$ cat src/rtl/dpst_pkg.sv
package dpst_pkg;
  localparam logic [7:0] ADDR_TEST   = 8'h0D;
  localparam logic [7:0] ADDR_CTRL   = 8'h0E;
  localparam logic [7:0] ADDR_SIG_LO = 8'h24;
  localparam logic [7:0] ADDR_SIG_HI = 8'h25;
  localparam int unsigned CTRL_SEL_A = 0;
  localparam int unsigned CTRL_SEL_B = 1;
  localparam int unsigned CTRL_KEEP  = 2;
  localparam int unsigned CTRL_GO    = 3;
  localparam int unsigned TEST_HOLD  = 4;
endpackage

$ cat src/rtl/dpst_lfsr.sv
module dpst_lfsr #(
  parameter int unsigned W    = 10,
  parameter int unsigned TAP  = 6,
  parameter logic [W-1:0] SEED = '1
) (
  input  logic         clk,
  input  logic         rst,
  input  logic         hold,
  input  logic         reseed,
  input  logic         adv,
  output logic [W-1:0] state
);
  always_ff @(posedge clk) begin
    if (rst || hold || reseed) state <= SEED;
    else if (adv)              state <= {state[W-2:0], state[W-1] ^ state[TAP]};
  end

  p_lfsr_nonzero_r2: assert property (@(posedge clk) disable iff (rst)
    state != '0);
  p_lfsr_hold_r8: assert property (@(posedge clk) disable iff (rst)
    hold |=> state == SEED);
endmodule

$ cat src/rtl/dpst_misr.sv
module dpst_misr #(
  parameter int unsigned DW   = 10,
  parameter int unsigned SW   = 16,
  parameter logic [SW-1:0] POLY = 16'h1021
) (
  input  logic          clk,
  input  logic          rst,
  input  logic          clr,
  input  logic          en,
  input  logic [DW-1:0] d,
  output logic [SW-1:0] sig
);
  logic [SW-1:0] nxt;

  always_comb begin
    nxt = {sig[SW-2:0], 1'b0} ^ {{(SW-DW){1'b0}}, d};
    if (sig[SW-1]) nxt = nxt ^ POLY;
  end

  always_ff @(posedge clk) begin
    if (rst || clr) sig <= '0;
    else if (en)    sig <= nxt;
  end

  p_misr_clear_r4: assert property (@(posedge clk) disable iff (rst)
    clr |=> sig == '0);
  p_misr_idle_r4: assert property (@(posedge clk) disable iff (rst)
    (!clr && !en) |=> $stable(sig));
endmodule

$ cat src/rtl/dpst_seq.sv
module dpst_seq #(
  parameter int unsigned RUN_LEN = 512
) (
  input  logic clk,
  input  logic rst,
  input  logic go,
  output logic inj,
  output logic fin,
  output logic busy,
  output logic done
);
  localparam int unsigned CW = $clog2(RUN_LEN);
  localparam logic [CW-1:0] LAST = CW'(RUN_LEN - 1);

  logic [CW-1:0] cnt;
  logic          cap;

  always_ff @(posedge clk) begin
    if (rst) begin
      inj <= 1'b0; cap <= 1'b0; fin <= 1'b0;
      busy <= 1'b0; done <= 1'b0; cnt <= '0;
    end else begin
      cap <= inj;
      fin <= cap & ~inj;
      if (go) begin
        inj  <= 1'b1;
        cnt  <= '0;
        busy <= 1'b1;
        done <= 1'b0;
      end else begin
        if (inj) begin
          if (cnt == LAST) inj <= 1'b0;
          else             cnt <= cnt + 1'b1;
        end
        if (fin) begin
          busy <= 1'b0;
          done <= 1'b1;
        end
      end
    end
  end

  p_run_len_r3: assert property (@(posedge clk) disable iff (rst)
    $fell(inj) |-> $past(cnt) == LAST);
  p_busy_done_r3: assert property (@(posedge clk) disable iff (rst)
    busy |-> !done);
  p_inj_busy_r3: assert property (@(posedge clk) disable iff (rst)
    inj |-> busy);
endmodule

$ cat src/rtl/dpst_chan.sv
module dpst_chan #(
  parameter int unsigned DW   = 10,
  parameter int unsigned SW   = 16,
  parameter int unsigned TAP  = 6,
  parameter logic [DW-1:0] SEED = '1,
  parameter logic [SW-1:0] POLY = 16'h1021
) (
  input  logic          clk,
  input  logic          rst,
  input  logic          sel,
  input  logic          inj,
  input  logic          go,
  input  logic          keep,
  input  logic          hold,
  input  logic [DW-1:0] adc_d,
  output logic [DW-1:0] dout,
  output logic [SW-1:0] sig
);
  logic          inj_c, cap_c;
  logic [DW-1:0] pn, din;

  assign inj_c = inj & sel;

  dpst_lfsr #(.W(DW), .TAP(TAP), .SEED(SEED)) u_lfsr (
    .clk(clk), .rst(rst), .hold(hold), .reseed(go & ~keep),
    .adv(inj_c), .state(pn)
  );

  assign din = inj_c ? pn : adc_d;

  always_ff @(posedge clk) begin
    if (rst) begin
      dout  <= '0;
      cap_c <= 1'b0;
    end else begin
      dout  <= din;
      cap_c <= inj_c;
    end
  end

  dpst_misr #(.DW(DW), .SW(SW), .POLY(POLY)) u_misr (
    .clk(clk), .rst(rst), .clr(go), .en(cap_c), .d(dout), .sig(sig)
  );

  p_pass_r1: assert property (@(posedge clk) disable iff (rst)
    !inj_c |=> dout == $past(adc_d));
  p_inject_r1: assert property (@(posedge clk) disable iff (rst)
    inj_c |=> dout == $past(pn));
endmodule

$ cat src/rtl/dp_selftest.sv
module dp_selftest
  import dpst_pkg::*;
#(
  parameter int unsigned DW      = 10,
  parameter int unsigned SW      = 16,
  parameter int unsigned RUN_LEN = 512,
  parameter int unsigned TAP     = 6,
  parameter logic [DW-1:0] SEED  = 10'h3FF,
  parameter logic [SW-1:0] POLY  = 16'h1021
) (
  input  logic          clk,
  input  logic          rst,
  input  logic          wr_i,
  input  logic [7:0]    addr_i,
  input  logic [7:0]    wdata_i,
  output logic [7:0]    rdata_o,
  input  logic [DW-1:0] adc_a_i,
  input  logic [DW-1:0] adc_b_i,
  output logic [DW-1:0] dout_a_o,
  output logic [DW-1:0] dout_b_o,
  output logic          busy_o,
  output logic          done_o
);
  localparam int unsigned NCH = 2;

  logic [2:0]    ctrl_q;
  logic          hold_q;
  logic [SW-1:0] sig_q, sig_c;
  logic          ctrl_wr, go, inj, fin;
  logic [DW-1:0] adc_v  [NCH];
  logic [DW-1:0] dout_v [NCH];
  logic [SW-1:0] misr_v [NCH];
  wire           unused_wbits = ^{wdata_i[7:5], wdata_i[3:0]};

  assign ctrl_wr = wr_i && (addr_i == ADDR_CTRL) && !busy_o;
  assign go      = ctrl_wr && wdata_i[CTRL_GO];

  always_ff @(posedge clk) begin
    if (rst) begin
      ctrl_q <= '0;
      hold_q <= 1'b0;
    end else begin
      if (ctrl_wr) ctrl_q <= wdata_i[2:0];
      if (wr_i && addr_i == ADDR_TEST) hold_q <= wdata_i[TEST_HOLD];
    end
  end

  dpst_seq #(.RUN_LEN(RUN_LEN)) u_seq (
    .clk(clk), .rst(rst), .go(go), .inj(inj), .fin(fin),
    .busy(busy_o), .done(done_o)
  );

  assign adc_v[0] = adc_a_i;
  assign adc_v[1] = adc_b_i;

  for (genvar c = 0; c < NCH; c++) begin : g_chan
    dpst_chan #(.DW(DW), .SW(SW), .TAP(TAP), .SEED(SEED), .POLY(POLY)) u_chan (
      .clk(clk), .rst(rst), .sel(ctrl_q[c]), .inj(inj), .go(go),
      .keep(wdata_i[CTRL_KEEP]), .hold(hold_q), .adc_d(adc_v[c]),
      .dout(dout_v[c]), .sig(misr_v[c])
    );
  end

  assign dout_a_o = dout_v[0];
  assign dout_b_o = dout_v[1];

  always_comb begin
    sig_c = '0;
    for (int c = 0; c < NCH; c++)
      if (ctrl_q[c]) sig_c = sig_c ^ misr_v[c];
  end

  always_ff @(posedge clk) begin
    if (rst)      sig_q <= '0;
    else if (fin) sig_q <= sig_c;
  end

  always_ff @(posedge clk) begin
    if (rst) rdata_o <= '0;
    else begin
      case (addr_i)
        ADDR_CTRL:   rdata_o <= {5'b0, ctrl_q};
        ADDR_TEST:   rdata_o <= {3'b0, hold_q, 4'b0};
        ADDR_SIG_LO: rdata_o <= sig_q[7:0];
        ADDR_SIG_HI: rdata_o <= sig_q[15:8];
        default:     rdata_o <= 8'h00;
      endcase
    end
  end

  p_ctrl_locked_r9: assert property (@(posedge clk) disable iff (rst)
    (busy_o && wr_i && addr_i == ADDR_CTRL) |=> $stable(ctrl_q));
  p_result_steady_r5: assert property (@(posedge clk) disable iff (rst)
    !fin |=> $stable(sig_q));
  p_result_at_end_r6: assert property (@(posedge clk) disable iff (rst)
    $rose(done_o) |-> $past(fin));
endmodule

$ cat config.mk
export PLATFORM = sky130hd
export DESIGN_NAME = dp_selftest
export DESIGN_NICKNAME = d
export VERILOG_FILES = /design/src/rtl/dpst_pkg.sv /design/src/rtl/dpst_lfsr.sv /design/src/rtl/dpst_misr.sv /design/src/rtl/dpst_seq.sv /design/src/rtl/dpst_chan.sv /design/src/rtl/dp_selftest.sv
export SDC_FILE = /design/constraint.sdc
export NUM_CORES = 1
export LEC_CHECK = 0
export ABC_AREA = 1
export BUFFER_PORTS_ARGS = -buffer_cell sky130_fd_sc_hd__buf_2
export CORE_ASPECT_RATIO = 1.5
export CORE_MARGIN = 2
export CORE_UTILIZATION = 52
export CTS_CLUSTER_DIAMETER = 80
export DETAILED_ROUTE_END_ITERATION = 12
export MAX_ROUTING_LAYER = met4
export PLACE_DENSITY = 0.71
export SYNTH_ARGS = -nofsm -noshare
export SYNTH_HDL_FRONTEND = slang
export SYNTH_HIERARCHICAL = 1
export SYNTH_SLANG_ARGS = --single-unit
$ cat constraint.sdc
create_clock -name clk -period 5.3 [get_ports clk]
set_input_delay 0.265 -clock clk [delete_from_list [all_inputs] [get_ports clk]]
set_output_delay 0.265 -clock clk [all_outputs]
set_load 0.01 [all_outputs]
; ---- Word-level counts from Yosys, hierarchy flattened
; Index checks and enable logic that the tools add are counted.
[word_totals]
wordCells = 61
out_inout_bits = 30
regBits = 116
input_bits = 39
[classes]
mux = 12
n_addsub = 1
n_eq_ne = 5
n_bitwise = 14
n_reduce_logical = 11
[ops]
columns = operator, count
row1 = 16-bit two-way mux, 2
row2 = 8-bit one-hot mux with 4 select lines, 1
row3 = 16-bit by 10-bit XOR with 16-bit output, 2
row4 = 13-bit two-way mux, 2
row5 = 10-bit two-way mux, 2
row6 = "8-bit by 4-bit == test with 1-bit output, second input constant", 2
row7 = "8-bit by 6-bit == test with 1-bit output, second input constant", 2
row8 = 16-bit XOR, 1
row9 = "9-bit by 1-bit adder with 9-bit output, second input constant", 1
row10 = "9-bit == test, second input constant", 1
row11 = 3-bit inverter, 2
row12 = 1-bit two-way mux, 5
row13 = 1-bit bitwise AND, 4
row14 = 1-bit logical AND, 4
row15 = 1-bit logical OR, 3
row16 = 1-bit inverter, 3
row17 = 2-bit AND reduction, 1
row18 = 2-bit nonzero test, 1
row19 = 2-bit OR reduction, 1
row20 = 1-bit XOR, 2
row21 = 1-bit zero test, 1

; ---- Logic depth before layout (Yosys ltp)
; Gate-level depths: netlist of the first run.
[logic_depth]
word_depth = 6
ltp_mapped = 11
depth_no_buf = 11

; ---- By module
; Netlist of the first run, hierarchy kept.
[by_module_without_submodules]
columns = mod, cells_each, n_inst, area_each_um2
row1 = dpst_misr, 102, 2, 814.5
row2 = dp_selftest, 234, 1, 1594.0
row3 = dpst_chan, 69, 2, 456.7
row4 = dpst_lfsr, 53, 2, 391.6
row5 = dpst_seq, 84, 1, 630.6

; ---- Worst setup path before layout of the first run
; Ideal clock, no wire load.
[synth_timing]
path_type = register to register
from = reg u_seq.cnt[0]
to = reg u_seq.cnt[5]
path_buffers = 0
stages_incl_launch_ff = 10
t_arrival_ns = 1.539
synth_period_minus_slack_ns = 1.654
slack_ns = 3.646
setup_ns = 0.115
cell_sequence = dfxtp_1 -> ha_1 -> inv_1 -> nor4_1 -> ha_1 -> inv_2 -> nand2_2 -> nor2_2 -> a21oi_1 -> nor2_1
[synth_between]
elab_chain_cells = 3
elab_cells_between_ends = 4
classes_between = add/sub: 1 / eq/ne: 1 / bitwise: 1 / reduce/logical: 1
[synth_rtl]
columns = element, line_no
row1 = start: declaration, dpst_seq.sv:15  ; logic [CW-1:0] cnt;
row2 = start signal: assignment, dpst_seq.sv:33  ; else cnt <= cnt + 1'b1;
row3 = branches (longest 3 deep; another with 9-bit by 1-bit adder with 9-bit output), -
; Parallel ways; which one is timed is not known.
; A chain may end at the register's enable or synchronous reset.

; ---- Worst setup path after layout of the first run
[layout_timing]
from = reg ctrl_q[0]
to = reg g_chan[0].u_chan.u_lfsr.state[7]
[layout_between]
elab_chain_cells = 1
[layout_rtl]
columns = element, line_no
row1 = start: declaration, dp_selftest.sv:26  ; logic [2:0] ctrl_q;
row2 = start signal: assignment, dp_selftest.sv:43  ; if (ctrl_wr) ctrl_q <= wdata_i[2:0];
row3 = 1-bit bitwise AND, dpst_chan.sv:22  ; assign inj_c = inj & sel;
row4 = named net g_chan[0].u_chan.inj_c, dpst_chan.sv:19  ; logic inj_c, cap_c;
row5 = end signal: assignment, dpst_lfsr.sv:15  ; else if (adv) state <= {state[W-2:0], state[W-1] ^ state[TAP]};
row6 = end: declaration, dpst_lfsr.sv:11  ; output logic [W-1:0] state
; The timed path passes the listed nets, and every way through them passes these cells.

==> qor.yml, run 1 <==
num_rows: 46
hold_buffers: 0
placed_cells: 939
fillCellCount: 985
max_stage_delay_ps: 860
worstPathRequired_ps: 5590
start_kind: "flop"
regArea_mm2: 0.00232
relSlewSlack_pct: 43.9
routed_wl_mm: 11.5
critical_path_arrival_ps: 2540
cp.depth: 5
routed_via_density: 4.79
drive_above_1_share_pct: 19.6
critical-path-slowest-cell: "dfxtp_1"
cts_setup_buffers: 0
ys_seq_elements: 116
stdcell_count: 971
start_util_pct: 53.0
vdd_ir_drop_max_mv: 0.245
hold_path.class: "in2reg"
syn_avg_cell_area_um2: 7.25
htree_levels: 4
areaGrowthSynthToFinish_pct: 15.1
timing.rr.start: "ctrl_q[0]"
tns_ps: 0
drc: 0
max_cap_violations: 0
worstSetupPathType: "reg2reg"
dr_total_vias: 4649
p_leak_nw: 3.23
wl_per_cell_um: 11.9
fin_nets: 855
yosysSeqAreaShare_pct: 41.8
gp_congestion: 0.881
slew_viol_final: 0
period_needed_ps: 2250
cp-end-kind: "flop"
tritoncts: "done"
hold_viol_final: 0
core_mm2: 0.0105
grt_max_degree: 36
worst_pin_slew_ps: 841
synthesis.area_mm2: 0.00555
cts_max_path_buffers: 2
path_delay_family: "flip-flops"
r2r-end: "g_chan[0].u_chan/u_lfsr/state[7]"
drt_iter0_drc: 219
grt_pass1_wl_mm: 18.9
finClkSkew_ps: 8.72
antenna_left: 0
cts_buffers: 17
cts_resized: 0
overflow: 0
run_status: "complete, no violations"
endpoint: "g_chan[0].u_chan/u_lfsr/state[7]"
syn_inst: 766
antenna_found_initial: 0
drtPass1Iterations: 6
grt_pass1_vias: 4222
critPathMaxFanout: 22
root_buffer: "clkbuf_16"
multi_input_area_mm2: 0.00246
hpwl_mm: 8.17
die_w_um: 88.4
cp_num_buf_inv: 2
die_y_um: 131
numClockSinks: 116
yosysWarnings: 6
io_pins: 69
ff2ff_path_depth: 5
syn_nets: 807
max_freq_ghz: 0.445
p_per_area_mw_per_mm2: 347
r2r_slack_ps: 3050
die-area_mm2: 0.0115
diodes: 0
path_cells: "nand2_2 -> inv_1 -> inv_2 -> nand2_1 -> nand3_2"
synth_cell_type_count: 33
clkTransAtPathRegs_ps: 60
grt_usage_pct: 21.5
setup_violations: 0
port_buffers: 65
rsz0062_at_grt: "no"
clock_latency_ps: 410
crit_start: "ctrl_q[0]"
finalCritPeriodShare_pct: 42.4
cells by family (layout without fill, tap and decap cells):
family | count (synthesis) | count (layout) | synth area share (%)
buf+inv | 152 | 213 | 13.8
xor+xnor | 36 | 36 | 5.68
simple gates | 393 | 393 | 31.2
compound gates | 67 | 67 | 7.12
flops | 116 | 116 | 41.8
fa+ha+maj | 2 | 2 | 0.451
worst reg2reg max path, delay by kind of cell (launching register included):
family	cells	cell delay, ps
buffers and inverters	2	610
flip-flops	1	860
AND/OR/NAND/NOR	3	650
worst min path at each step:
stage,start,end,slack (ps),cells past startpoint
finish,wdata_i[1],ctrl_q[1],80,3
global route,wdata_i[0],ctrl_q[0],100,3
CTS,wdata_i[1],ctrl_q[1],70,3
detailed placement,u_seq/cap,u_seq/fin,420,2
global placement,u_seq/cap,u_seq/fin,410,2
floorplan,rst,u_seq/busy,330,1
Yosys cell counts, drive strengths merged:
cell,n,area share [%]
clkbuf,1,0.090
xor2,36,5.7
a31oi,1,0.11
nor4,1,0.11
o21bai,1,0.14
nor3,1,0.090
ha,2,0.45
and2,1,0.14
buf,35,5.8
clkinv,2,0.18
o21ai,40,3.6
or2,2,0.23
a21oi,19,1.9
inv,114,7.7
nand4,2,0.23
nand2,176,13
nor2,157,12
a211oi,6,1.4
dfxtp,116,42
nor3b,1,0.14
nand3,52,5.4
metrics by stage:
stage	utilization (%)	worst slack [ps]	hold WS, ps	area (um2)	total power [mW]
after CTS	61.0	3030	69.6	6390	2.23
after global placement	54.7	2960	409	5730	0.980
final	61.0	3050	76.5	6390	2.22
after floorplan	-	3650	334	5550	0.954
after global routing	61.0	2830	101	6390	2.28
after detailed placement	54.7	2900	416	5730	0.982
cell type report:
type                    count  share of cell area, %
clock buffers              19                   7.09
flip-flops and latches    116                   36.4
clock inverters            13                   3.19
well taps                 144                   2.82
inverters                 116                   6.86
multi-input cells         498                   38.6
repair buffers             65                   5.09
flip-flops by register name, indices dropped and copies added (netlist names):
register	flops
ctrl_q	3
g_chan.u_chan/cap_c	2
g_chan.u_chan/dout	20
g_chan.u_chan/u_lfsr/state	20
g_chan.u_chan/u_misr/sig	32
hold_q	1
rdata_o	8
sig_q	16
u_seq/busy	1
u_seq/cap	1
u_seq/cnt	9
u_seq/done	1
u_seq/fin	1
u_seq/inj	1
cell usage in the layout (no fill, tap or decap), types with 14 or more instances in the layout:
cell type / Yosys / routed
nor2_1: 135 / 135
dfxtp_1: 116 / 116
nand2_1: 162 / 162
o21ai_0: 18 / 18
xor2_1: 36 / 36
a21oi_1: 16 / 16
nand3_1: 46 / 46
buf_2: 2 / 65
clkbuf_16: 0 / 17
nor2_2: 14 / 14
inv_1: 103 / 103
nand2_2: 14 / 14
o21ai_1: 22 / 22
where the power goes:
part / switching (mW) / leakage, nW / internal [mW]
clock network: 0.398 / 0.311 / 0.856
logic: 0.0472 / 1.98 / 0.0281
registers: 0.00708 / 0.940 / 0.881
total: 0.453 / 3.23 / 1.77
per-layer routing:
layer | GRT usage (%) | part of all wire, %
met1 | 24.1 | 42
met2 | 35.4 | 51
met3 | 6.41 | 3.9
met4 | 9.00 | 2.9
met5 | - | 0
Power figures use the tool's default switching activity.
==> run 2, diff against run 1 <==
--- a/config.mk
+++ b/config.mk
@@ -5,7 +5,7 @@
 export SDC_FILE = /design/constraint.sdc
 export NUM_CORES = 1
 export LEC_CHECK = 0
-export ABC_AREA = 1
+export ABC_AREA = 0
 export BUFFER_PORTS_ARGS = -buffer_cell sky130_fd_sc_hd__buf_2
 export CORE_ASPECT_RATIO = 1.5
 export CORE_MARGIN = 2
==> constraint.sdc (replaced) <==
create_clock -name clk -period 2.15 [get_ports clk]
set_input_delay 0.1075 -clock clk [delete_from_list [all_inputs] [get_ports clk]]
set_output_delay 0.1075 -clock clk [all_outputs]
set_load 0.01 [all_outputs]
==> run 2 against run 1 <==
The run now ends with design-rule violations left. First-iteration DRC count is 3.2% higher. Clock skew fell by 3.0 ps. Routed wire length decreased by 8.0%. Power grew 120%. Sequential power is 150% higher. Final cell count fell by 26%. Non-clock buffer count is 19 higher. Synthesized cell count shrank 31%. Critical endpoint is now u_seq/cnt[3]. Largest cell class unchanged.
==> qor.yml, run 2 <==
swShare_pct: 21.2  # +0.76 points
slew_viol_final: 0  # unchanged
layout_commonest_cell: "dfxtp_1"
relSlewSlack_pct: 53.5  # +9.6 points
max_cap_violations: 0  # unchanged
critical_path_arrival_ps: 2180  # -360 ps
core_mm2: 0.00974  # -7.0%
die-area_mm2: 0.0109  # -5.8%
grt_pass1_wl_mm: 17.3  # -8.0%
run_status: "finished, violations left"
period_needed_ps: 1840  # -406 ps
fin_nets: 631  # -26%
internal_power_mw: 3.89  # +120%
vdd_ir_drop_max_mv: 0.563  # +130%
yosysMostFrequentCell: "dfxtp_1"
cp-end-kind: "flop"
hold_slack_ps: 17.6  # -58.9 ps
worst_pin_slew_ps: 697  # -144 ps
crit_path_frequent_cell: "ha_1"
violations: "design-rule violations"
synth_edf_count: 0  # unchanged
fin_area_mm2: 0.00606  # -5.1%
clock_latency_ps: 410  # about the same
synth_cell_type_count: 47  # +42%
die_y_um: 127  # -3.0%
hold_viol_final: 0  # unchanged
drive_above_1_share_pct: 26.2  # +6.6 points
yosysSeqAreaShare_pct: 44.5  # +2.7 points
stdcell_count: 718  # -26%
syn_nets: 573  # -29%
critical-path-slowest-cell: "or3_2"
max_freq_ghz: 0.543  # +22%
synthArstFlopShare_pct: 0  # unchanged
largest_register: "g_chan.u_chan/u_misr/sig"
p_leak_nw: 2.24  # -31%
areaGrowthSynthToFinish_pct: 16.2
drtPass1Iterations: 10  # +4
io_pins: 69  # unchanged
rsz0062_at_grt: "no"
worstPathRequired_ps: 2490  # -3100 ps
largestRegisters: "g_chan.u_chan/u_misr/sig x32, g_chan.u_chan/dout x20, g_chan.u_chan/u_lfsr/state x20"
routed_via_density: 5.32  # +11%
dp_slack_ps: 232  # -2670 ps
dominantRegCellSynth: "dfxtp_1"
p_per_area_mw_per_mm2: 814  # +130%
p_clk_share_pct: 51.6  # -5.0 points
num_rows: 44  # -4.3%
setup_violations: 0  # unchanged
root_buffer: "clkbuf_16"
diodes: 0  # unchanged
die_w_um: 85.8  # -2.9%
combPwrFrac_pct: 4.0  # +0.6 points
wl_per_cell_um: 14.8  # +24%
grt_pass1_vias: 3705  # -12%
yosysWarnings: 6  # unchanged
start_util_pct: 53.5  # +0.53 points
syn_avg_cell_area_um2: 9.80  # +35%
yosys-top-cells-count: "dfxtp_1 (116), nand2_1 (59), nor2_1 (57)"
port_buffers: 65  # unchanged
clkTransAtPathRegs_ps: 50  # about the same
drt_iter0_drc: 226  # +3.2%
fillCellCount: 809  # -18%
dr_total_vias: 3822  # -18%
start_kind: "flop"
p_total_mw: 4.94  # +120%
worstSetupPathType: "reg2reg"
cts_resized: 0  # unchanged
antenna_found_initial: 0  # unchanged
mostFrequentLayoutCells: "dfxtp_1 (116), buf_2 (65), nand2_1 (59)"
gp_congestion: 0.852  # -3.3%
seq_power_share_pct: 44.4  # +4.4 points
tns_ps: 0  # unchanged
path_cells: "ha_1 -> nand2_1 -> nor3_1 -> ha_1 -> nand4b_1 -> or3_2 -> a21oi_1"
placed_cells: 683  # -27%
postLayoutCoreUtil_pct: 62.2  # +1.2 points
largest_register_ffs: 32  # unchanged
finalCritPeriodShare_pct: 85.7  # +43 points
yosys.area.top_type: "dfxtp_1"
critPathMaxFanout: 6  # -73%
hpwl_mm: 7.42  # -9.2%
cts_buffers: 17  # unchanged
syn_inst: 532  # -31%
worst_slack_ps: 307  # -2740 ps
overflow: 0  # unchanged
numClockSinks: 116  # unchanged
cp_num_buf_inv: 0  # -2
htree_levels: 4  # unchanged
drc: 5  # +5
hold_path.class: "in2reg"
routed_wl_mm: 10.6  # -8.0%
path_delay_family: "simple AND/OR/NAND/NOR gates"
antenna_left: 0  # unchanged
max_stage_delay_ps: 470  # -390 ps
synthesis.area_mm2: 0.00522  # -6.0%
grt_max_degree: 39  # +8.3%
cts_max_path_buffers: 2  # unchanged
finClkSkew_ps: 5.69  # -3.03 ps
tritoncts: "done"
place_area_mm2: 0.00549  # -4.2%
ys_seq_elements: 116  # unchanged
synth.area.top_cells: "dfxtp_1 (45%), mux2i_1 (7.5%), xnor2_1 (6.7%), nand2_1 (4.2%), nor2_1 (4.1%)"
grt_usage_pct: 21.0  # -0.53 points
netlist.area_leader.share_pct: 44.5  # +2.7 points
power.switching_mw: 1.05  # +130%
-- run 2: cell count changes after synthesis, sizes merged, moves of 20 or more --
cell and delta:
o21ai -36, nor2 -100, a21bo +20, nand2 -117, mux2i +39, xnor2 +40, nand3 -23, a211oi +30
inv -109, xor2 -36
-- run 2: power by group through the flow --
stage / Sequential (mW) / Combinational (mW) / Clock, mW
after floorplan: 2.24 / 0.114 / 0
after global placement: 2.23 / 0.194 / 0
after detailed placement: 2.23 / 0.197 / 0
after CTS: 2.19 / 0.202 / 2.59
after global routing: 2.19 / 0.217 / 2.69
final: 2.19 / 0.200 / 2.55
-- run 2: kinds of logic (layout without fill, tap and decap cells) --
group	count (synthesis)	count (layout)	synth area share (%)
AND/OR/NAND/NOR	183	183	17.0
flip-flops	116	116	44.5
AO/OA/AOI/OAI	96	96	15.5
buffers and inverters	50	121	6.43
adder cells (fa/ha/maj)	2	2	0.480
multiplexers	43	43	8.35
XOR/XNOR	42	42	7.63
-- run 2: metal layers --
metal | wire (um) | vias up | GRT usage, % | part of all wire (%)
met5 | 0 | - | - | 0
met4 | 379 | 0 | 9.71 | 3.6
met3 | 412 | 26 | 6.25 | 3.9
met2 | 5410 | 86 | 35.5 | 51
met1 | 4410 | 1771 | 22.2 | 42
li1 | - | 1939 | - | -
-- run 2: timing repair --
item / CTS / global route
hold buffers: 3 / 0
buffers inserted: 0 / 0
endpoints found under the hold margin: 2 / 0
-- run 2: final cells by class --
cell class / count / area (um2) / share of cell area [%]
clock inverters: 12 / 87.6 / 1.44
flip-flops and latches: 116 / 2320 / 38.3
repair buffers: 84 / 475 / 7.84
inverters: 5 / 18.8 / 0.310
clock buffers: 20 / 457 / 7.53
multi-input cells: 366 / 2560 / 42.2
well taps: 115 / 144 / 2.37
-- run 2: worst paths after layout --
check	startpoint	endpoint	slack (ps)	cells past startpoint
max	u_seq/cnt[0]	u_seq/cnt[3]	310	7
min	wdata_i[1]	ctrl_q[1]	20	3
max reg2reg	u_seq/cnt[0]	u_seq/cnt[3]	310	7
min reg2reg	u_seq/cap	u_seq/fin	460	1
-- run 2: tightest hold or removal path, delay by kind of cell --
kind          cells  cell delay, ps
buf+inv           1             100
mux               1             100
simple gates      1              50
